`config.mk`:
```
export PLATFORM = sky130hd
export DESIGN_NAME = gpe_sci_regs
export DESIGN_NICKNAME = d
export VERILOG_FILES = /design/src/rtl/gpe_sci_regs.sv
export SDC_FILE = /design/constraint.sdc
export NUM_CORES = 1
export LEC_CHECK = 0
export BUFFER_PORTS_ARGS = -buffer_cell sky130_fd_sc_hd__buf_4
export CAP_MARGIN = 25
export CORE_UTILIZATION = 45
export DETAILED_ROUTE_END_ITERATION = 8
export PLACE_DENSITY = 0.85
export SKIP_CTS_REPAIR_TIMING = 1
export SLEW_MARGIN = 20
export SYNTH_ARGS = -nofsm -noshare
export SYNTH_HDL_FRONTEND = slang
export SYNTH_SLANG_ARGS = --single-unit
export TNS_END_PERCENT = 30
```
`constraint.sdc`:
```
create_clock -name clk -period 2.9 [get_ports clk]
set_input_delay 0.58 -clock clk [delete_from_list [all_inputs] [get_ports clk]]
set_output_delay 0.58 -clock clk [all_outputs]
set_load 0.02 [all_outputs]
```
`src/rtl/gpe_sci_regs.sv`:
```
module gpe_sci_regs #(
  parameter int          GPE_BYTES    = 4,
  parameter int          LANES        = 4,
  parameter logic [15:0] PM1_SCI_MASK = 16'h0521,
  parameter int          PM1_TMR_BIT  = 0,
  parameter int          PCI_BIT      = 1,
  parameter int          CPU_BIT      = 2
) (
  input  logic                         clk,
  input  logic                         rst_n,
  input  logic                         req_valid,
  input  logic                         req_write,
  input  logic [$clog2(GPE_BYTES)-1:0] req_addr,
  input  logic [$clog2(LANES)-1:0]     req_len,
  input  logic [8*LANES-1:0]           req_wdata,
  output logic [8*LANES-1:0]           req_rdata,
  input  logic                         pci_hp_evt,
  input  logic                         cpu_hp_evt,
  input  logic [15:0]                  pm1_sts,
  input  logic [15:0]                  pm1_en,
  output logic                         sci,
  output logic                         tmr_arm
);
  localparam int HALF = GPE_BYTES / 2;
  localparam int AW   = $clog2(GPE_BYTES);
  localparam int LW   = $clog2(LANES);
  localparam int SW   = 8 * HALF;
  localparam int EAW  = AW + LW + 1;
  localparam logic [7:0] HP_MASK = 8'((1 << PCI_BIT) | (1 << CPU_BIT));

  logic [SW-1:0]          sts_q, en_q, clr, en_d, set_v;
  logic [2*SW-1:0]        win;
  logic [LANES-1:0]       lane_on;
  logic [LANES-1:0][EAW-1:0] lane_a;

  assign win = {en_q, sts_q};

  for (genvar k = 0; k < LANES; k++) begin : g_lane
    assign lane_a[k]  = EAW'(req_addr) + EAW'(k);
    assign lane_on[k] = req_valid && (k <= int'(req_len)) && (int'(lane_a[k]) < GPE_BYTES);
  end

  always_comb begin
    clr       = '0;
    en_d      = en_q;
    req_rdata = '0;
    for (int k = 0; k < LANES; k++) begin
      if (lane_on[k]) begin
        if (req_write) begin
          if (int'(lane_a[k]) < HALF)
            clr[int'(lane_a[k])*8 +: 8] = req_wdata[k*8 +: 8];
          else
            en_d[(int'(lane_a[k]) - HALF)*8 +: 8] = req_wdata[k*8 +: 8];
        end else begin
          req_rdata[k*8 +: 8] = win[int'(lane_a[k])*8 +: 8];
        end
      end
    end
  end

  always_comb begin
    set_v          = '0;
    set_v[PCI_BIT] = pci_hp_evt;
    set_v[CPU_BIT] = cpu_hp_evt;
  end

  always_ff @(posedge clk or negedge rst_n) begin
    if (!rst_n) begin
      sts_q <= '0;
      en_q  <= '0;
    end else begin
      sts_q <= (sts_q & ~clr) | set_v;
      en_q  <= en_d;
    end
  end

  assign sci     = (|(pm1_sts & pm1_en & PM1_SCI_MASK)) ||
                   (|(sts_q[7:0] & en_q[7:0] & HP_MASK));
  assign tmr_arm = pm1_en[PM1_TMR_BIT] && !pm1_sts[PM1_TMR_BIT];
endmodule

```
==> impl_metrics.tcl, run 1 <==
set metrics [dict create \
    syn2layout_area_growth_pct 29.3 \
    cts.root.buffer_cell "clkbuf_8" \
    end_kind "output pin" \
    dr.pass1.iters 5 \
    p_seq_frac 0.391 \
    period_share 0.899 \
    start_util 0.479 \
    max-slew-margin-rel 0.513 \
    crit_required_ps 2320 \
    critical_path_class "primary input to output pin" \
    chipWidth_um 82.3 \
    dieArea_mm2 0.00677 \
    hpwl_um 7950 \
    ir_drop_v 0.000213 \
    synth-edff-count 0 \
    cts_sinks 32 \
    grt_max_degree 33 \
    die_height_um 82.3 \
    synth_fp_nets 442 \
    rsz0062_at_grt "false" \
    max_freq_mhz 384 \
    synthesis.area_mm2 0.00290 \
    synthArstFlopShare 1.00 \
    comb_power_share 0.309 \
    synth_cells 360 \
    core_mm2 0.00606 \
    via_count 3477 \
    antenna_left 0 \
    switching_share 0.335 \
    drive_gt1_frac 0.284 \
    synth_flop_cell "dfrtp_1" \
    vias_per_cell 6.62 \
    holdCritPathClass "primary input to asynchronous set/reset pin" \
    p_clk_frac 0.300 \
    synth_seq_cells 32 \
    crit_top_cell "buf_4" \
    slowest_delay_ps 590 \
    ys_seq_area_frac 0.276 \
    mostFrequentLayoutCells "104 x buf_4, 42 x nand2_1, 35 x nor2_1" \
    status "finished clean" \
    yosys.area.top_type "dfrtp_1" \
    antenna_cells 0 \
    drc 0 \
    hold_viol 0 \
    fin_nets 531 \
    final_common_cell "buf_4" \
    crit_fanout 14 \
    yosys-top-cells-area "dfrtp_1 28%, mux2i_1 5.5%, nand2_1 5.4%" \
    grt_usage 0.338 \
    drt-initial-drc-count 526 \
    io_pins 108 \
    portBuffers 83 \
    internal_power_uw 958 \
    setup_viol 0 \
    yosysUniqueCellTypes 56 \
    start_kind "primary input" \
    slew_violations 0 \
    cts_tree "done" \
    ctsHtreeMaxLevel 2 \
    powerDensity_mw_per_mm2 384 \
    clock_skew_ps 0 \
    total_power_mw 1.44 \
    yosys.area.top_type_share 0.276 \
    clk_path_buf_depth 2 \
    min_period_ps 2610 \
    post_drt_wl_per_cell_um 20.8 \
    cts_inserted_buffers 5 \
    cts.clk_slew.worst_paths_ps 70 \
    worstPathArrival_ps 2030 \
    grt_pass1_wl_um 16600 \
    fin_setup_tns_ps 0 \
    worst_slew_pin_slew_ps 728 \
    grt_pass1_vias 3240 \
    ff2ff_setup_slack_ps 1850 \
    power_switching_uw 482 \
    maxCapViolCount 0 \
    antenna_found_initial 0 \
    worst_path_max_delay_cell "nor2_1" \
    routed_wl_um 10900 \
    avgSynthCellArea_um2 8.06 \
    rows 28 \
    p_leak_nw 1.72 \
    grt_overflow 0 \
    gp_congestion 1.00 \
    clkLatencyLatePin_ps 290 \
    worstPathCellList "buf_4, inv_2, buf_4, nor2_1, a21oi_1, nor2_1, buf_4" \
    ys_warn_count 0 \
]
==> metrics by stage <==
stage	area (µm²)	hold slack, ps	util	std cells	setup slack [ps]
2_1_floorplan	2900	284	-	360	30.0
3_3_place_gp	3640	503	0.601	517	322
3_5_place_dp	3640	503	0.601	517	261
4_1_cts	3750	247	0.619	525	235
5_1_grt	3750	252	0.619	525	214
6_report	3750	216	0.619	525	293
==> cells by family after synthesis <==
logic type                 synth area share
xor gates and xnor gates            0.00302
muxes                                0.0552
DFF                                   0.276
and+or+nand+nor                       0.275
buffers and inverters                0.0703
AOI/OAI and AO/OA                     0.286
adders and majority gates            0.0345
==> flip-flops by register name, summed over array words and instances, names as in the netlist <==
name,flops
en_q,16
sts_q,16
==> final timing paths <==
path / from / to / cells past startpoint
max: req_addr[0] / req_rdata[14] / 7
min: rst_n / sts_q[4]$_DFF_PN0_ / 1
max reg2reg: en_q[2]$_DFF_PN0_ / en_q[2]$_DFF_PN0_ / 4
min reg2reg: sts_q[4]$_DFF_PN0_ / sts_q[4]$_DFF_PN0_ / 2
max in group asynchronous: rst_n / en_q[2]$_DFF_PN0_ / 1
min in group clk: req_wdata[29] / sts_q[5]$_DFF_PN0_ / 2
==> metal layers <==
layer	vias to the layer above	part of all wire	GRT usage
met3	37	0.11	0.0582
li1	1526	-	-
met5	-	0	0
met4	0	0.036	0.167
met2	278	0.46	0.524
met1	1636	0.39	0.453
==> layout make-up <==
type	instances	area (µm²)
Clock buffer	6	72.6
Clock inverter	2	35.0
Fill cell	553	2310
Inverter	19	71.3
Multi-Input combinational cell	287	1900
Sequential cell	32	801
Tap cell	75	93.8
Timing Repair Buffer	104	781
==> synthesized netlist by cell type (2+ instances only) <==
| cell type | count |
|---|---|
| o21ai_0 | 12 |
| a211oi_1 | 14 |
| inv_1 | 17 |
| nand4_1 | 6 |
| nor4_4 | 2 |
| nand3_1 | 19 |
| o211a_1 | 6 |
| buf_4 | 2 |
| and2_1 | 11 |
| a221o_1 | 2 |
| nor2b_1 | 5 |
| nand2b_1 | 2 |
| a311oi_1 | 8 |
| buf_2 | 9 |
| dfrtp_1 | 32 |
| and4b_1 | 2 |
| nand3b_1 | 2 |
| a31o_1 | 2 |
| ha_1 | 8 |
| mux2i_1 | 16 |
| a21oi_1 | 29 |
| a221oi_1 | 14 |
| clkbuf_1 | 5 |
| a41oi_1 | 3 |
| nor3_1 | 4 |
| a22oi_1 | 7 |
| buf_6 | 4 |
| and3_1 | 3 |
| o31ai_1 | 4 |
| nor2_1 | 35 |
| nand2_1 | 42 |
| o31a_1 | 2 |
| a22o_1 | 3 |
| a31oi_1 | 5 |
| inv_2 | 2 |
==> critical path: cells and delay by family <==
kind / cells / cell delay, ps
and+or+nand+nor: 2 / 740
AOI/OAI and AO/OA: 1 / 160
buffers and inverters: 4 / 530
==> power groups by stage <==
stage	sequential [mW]	clock [mW]	combinational (mW)
after floorplan	0.551	0	0.273
after global placement	0.566	0	0.424
after detailed placement	0.569	0	0.435
after CTS	0.561	0.426	0.437
after global routing	0.570	0.450	0.484
final	0.563	0.432	0.445
No activity file was read; power rests on OpenSTA's default activity.
==> run 2, diff against run 1 <==
CORE_ASPECT_RATIO = 0.7   (was unset)
==> impl_metrics.tcl, run 2 (same netlist as run 1, synthesis figures left out) <==
set metrics [dict create \
    antenna_left 0 \
    grt_usage 0.333 \
    die_height_um 69.2 \
    rows 24 \
    n_fill_cell 569 \
    critical_path_class "primary input to output pin" \
    antenna_found_initial 0 \
    hold_viol 0 \
    post_drt_wl_per_cell_um 21.1 \
    start_kind "primary input" \
    mostFrequentLayoutCells "104 x buf_4, 42 x nand2_1, 35 x nor2_1" \
    drc 3 \
    fin_setup_tns_ps 0 \
    vias_per_cell 6.47 \
    clkLatencyLatePin_ps 290 \
    max_freq_mhz 393 \
    cts_inserted_buffers 5 \
    holdCritPathClass "primary input to asynchronous set/reset pin" \
    crit_fanout 8 \
    fin_ws_ps 357 \
    clk_path_buf_depth 2 \
    end_kind "output pin" \
    powerDensity_mw_per_mm2 388 \
    drive_gt1_frac 0.284 \
    worstPathArrival_ps 1960 \
    status "complete, but fails checks" \
    period_share 0.877 \
    hpwl_um 8040 \
    antenna_cells 0 \
    cts_sinks 32 \
    r2r_end "en_q[10]$_DFF_PN0_" \
    ir_drop_v 0.000226 \
    grt_pass1_vias 3292 \
    gp_congestion 0.980 \
    ctsHtreeMaxLevel 2 \
    drt-initial-drc-count 402 \
    setup_viol 0 \
    grt_overflow 0 \
    worst_slew_pin_slew_ps 631 \
    dieArea_mm2 0.00678 \
    rr_worst_depth 4 \
    chipWidth_um 98.0 \
    grt_max_degree 38 \
    violations "DRC" \
    crit_required_ps 2320 \
    clock_skew_ps 0 \
    rsz0062_at_grt "false" \
    ff2ff_setup_slack_ps 1850 \
    final_util 0.604 \
    start_util 0.467 \
    p_leak_nw 1.72 \
    cts_tree "done" \
    rr_startpoint "en_q[10]$_DFF_PN0_" \
    multiInputGateArea_mm2 0.00190 \
    dr.pass1.iters 7 \
    post-place-ws_ps 283 \
    fin_nets 531 \
    min_period_ps 2540 \
    max-slew-margin-rel 0.580 \
    routed_wl_um 11200 \
    portBuffers 83 \
    io_pins 108 \
    largestRegisters "en_q: 16 flops, sts_q: 16 flops" \
    grt_pass1_wl_um 17300 \
    maxCapViolCount 0 \
    fin_hold_ws_ps 224 \
    regArea_um2 801 \
    syn2layout_area_growth_pct 29.4 \
    cts.root.buffer_cell "clkbuf_8" \
    final_common_cell "buf_4" \
    core_mm2 0.00622 \
    slew_violations 0 \
    cts.clk_slew.worst_paths_ps 80 \
    via_count 3414 \
]
[run 2: cell counts in the layout (fill, tap and decap cells not counted)]
Identical to the previous run, type by type.
[run 2: how the worst max path moves through the flow]
stage	start	end
after global placement	req_addr[0]	en_q[11]$_DFF_PN0_
after floorplan	req_addr[1]	req_rdata[24]
final	req_addr[1]	req_rdata[26]
after CTS	req_addr[1]	req_rdata[26]
after detailed placement	req_addr[0]	en_q[11]$_DFF_PN0_
after global routing	req_addr[1]	req_rdata[29]
[run 2: power by group]
part / total (mW) / switching (mW) / leakage, nW / internal [mW]
Clock: 0.442 / 0.187 / 0.0552 / 0.255
Sequential: 0.564 / 0.0579 / 0.392 / 0.507
Combinational: 0.452 / 0.254 / 1.28 / 0.197
[run 2: area by class of cell]
type                    count  share of cell area
multi-input cells         287               0.505
flip-flops and latches     32               0.213
well taps                  78              0.0260
clock buffers               6              0.0193
clock inverters             2             0.00933
repair buffers            104               0.208
inverters                  19              0.0190
[run 2: stage by stage]
stage	total power, mW	cells	cell area (µm²)
after detailed placement	1.01	520	3650
after global placement	0.995	520	3650
final	1.46	528	3750
after CTS	1.45	528	3750
after global routing	1.52	528	3750
after floorplan	0.824	360	2900
[run 2: critical path, stage by stage]
cell    delay, ps
buf_4         120
inv_1         120
ha_1          210
inv_2         100
nor4_1        270
buf_4         240
and2_1        160
buf_4         140
[run 2: layer usage]
layer | up-vias | share of wire | global-route usage
met4 | 0 | 0.023 | 0.114
li1 | 1526 | - | -
met3 | 28 | 0.13 | 0.0958
met1 | 1603 | 0.41 | 0.459
met2 | 257 | 0.44 | 0.499
met5 | - | 0 | 0
==> run 3, diff against run 2 <==
GPL_TIMING_DRIVEN = 0   (was unset)
==> impl_metrics.tcl, run 3 (same netlist as run 1, synthesis figures left out) <==
set metrics [dict create \
    dieArea_mm2 0.00678 \
    cts.root.buffer_cell "clkbuf_8" \
    drt-initial-drc-count 567 \
    grt_pass1_vias 3359 \
    antenna_cells 0 \
    min_period_ps 2880 \
    fin_cells 534 \
    final_common_cell "buf_4" \
    dr.pass1.iters 8 \
    post_drt_wl_per_cell_um 23.1 \
    syn2layout_area_growth_pct 33.3 \
    cts.clk_slew.worst_paths_ps 90 \
    status "complete, but fails checks" \
    holdCritPathClass "primary input to asynchronous set/reset pin" \
    drc 3 \
    critical_path_class "primary input to register" \
    grt_overflow 0 \
    final_util 0.622 \
    clock_skew_ps 0 \
    via_count 3622 \
    maxCapViolCount 0 \
    placed_cells 522 \
    ir_drop_v 0.000231 \
    grt_max_degree 33 \
    ctsHtreeMaxLevel 2 \
    drive_gt1_frac 0.298 \
    p_leak_nw 1.75 \
    clkLatencyLatePin_ps 290 \
    fin_ws_ps 20.9 \
    worstPathArrival_ps 3070 \
    start_util 0.467 \
    clk_path_buf_depth 2 \
    antenna_found_initial 0 \
    slew_violations 0 \
    post-place-ws_ps -609 \
    cts_inserted_buffers 5 \
    end_kind "register" \
    crit_required_ps 3090 \
    grt_usage 0.358 \
    routed_wl_um 12400 \
    start_kind "primary input" \
    fin_nets 537 \
    hold_viol 0 \
    vias_per_cell 6.78 \
    die_height_um 69.2 \
    rows 24 \
    hpwl_um 8560 \
    io_pins 108 \
    cts_tree "done" \
    max-slew-margin-rel 0.535 \
    chipWidth_um 98.0 \
    mostFrequentLayoutCells "88 x buf_4, 42 x nand2_1, 33 x nor2_1" \
    violations "DRC" \
    largestRegisters "en_q: 16 flops, sts_q: 16 flops" \
    setup_viol 0 \
    max_freq_mhz 347 \
    total_power_mw 1.49 \
    powerDensity_mw_per_mm2 385 \
    crit_fanout 10 \
    antenna_left 0 \
    portBuffers 83 \
    worst_slew_pin_slew_ps 695 \
    period_share 0.993 \
    core_mm2 0.00622 \
    cts_sinks 32 \
    gp_congestion 0.978 \
    grt_pass1_wl_um 18600 \
]
==> run 3: changes by cell type in the layout (fill, tap and decap cells not counted), moves of 2 or more <==
cell,change
buf_4,-16
buf_2,+8
buf_6,+5
clkbuf_1,+4
buf_12,+2
inv_1,-2
inv_4,+2
nor2_1,-2
nor2_2,+2
nor3_4,+2
==> run 3: cell type report <==
cell class | instances | area [µm²]
Fill cell | 554 | 2350
Clock buffer | 6 | 72.6
Timing Repair Buffer | 88 | 673
Clock inverter | 2 | 35.0
Buffer | 22 | 163
Sequential cell | 32 | 801
Multi-Input combinational cell | 287 | 1950
Tap cell | 78 | 97.6
Inverter | 19 | 80.1
==> run 3: metal layers <==
layer | vias up | share of wire | wire (µm) | GRT usage
li1 | 1539 | - | - | -
met1 | 1685 | 0.38 | 4700 | 0.499
met2 | 348 | 0.43 | 5270 | 0.527
met3 | 50 | 0.16 | 2030 | 0.107
met4 | 0 | 0.029 | 363 | 0.114
met5 | - | 0 | 0 | 0.0308
==> run 3: worst paths after layout <==
kind                                     from                 end  slack, ps  cells after the start
setup reg to reg           en_q[10]$_DFF_PN0_  en_q[10]$_DFF_PN0_       1810                      4
setup / recovery                  req_addr[1]  en_q[10]$_DFF_PN0_         20                     11
hold reg to reg            sts_q[3]$_DFF_PN0_  sts_q[3]$_DFF_PN0_        530                      2
hold / removal                          rst_n  sts_q[3]$_DFF_PN0_        230                      1
max in group asynchronous               rst_n  sts_q[1]$_DFF_PN0_       2310                      1
min in group clk                req_wdata[29]  sts_q[5]$_DFF_PN0_        460                      2
==> run 3: critical path, stage by stage <==
cell	delay [ps]
buf_4	100
buf_2	200
buf_8	190
buf_6	200
inv_4	60
ha_1	420
clkinvlp_4	290
nand4_1	330
nor2b_2	380
a221oi_1	100
a21oi_1	200
==> run 3: report_power, final <==
part	leakage (nW)	total (mW)	internal [mW]	switching (mW)
clock	0.0552	0.447	0.256	0.191
sequential	0.392	0.565	0.507	0.0581
combinational	1.30	0.476	0.201	0.276
total	1.75	1.49	0.963	0.525
==> run 3: metrics by stage <==
step / area, µm² / hold slack [ps] / TNS (ps)
2_1_floorplan: 2900 / 284 / 0
3_3_place_gp: 3620 / 498 / -24460
3_5_place_dp: 3640 / 500 / -17670
4_1_cts: 3750 / 244 / -8830
5_1_grt: 3870 / 251 / -21.9
6_report: 3870 / 232 / 0
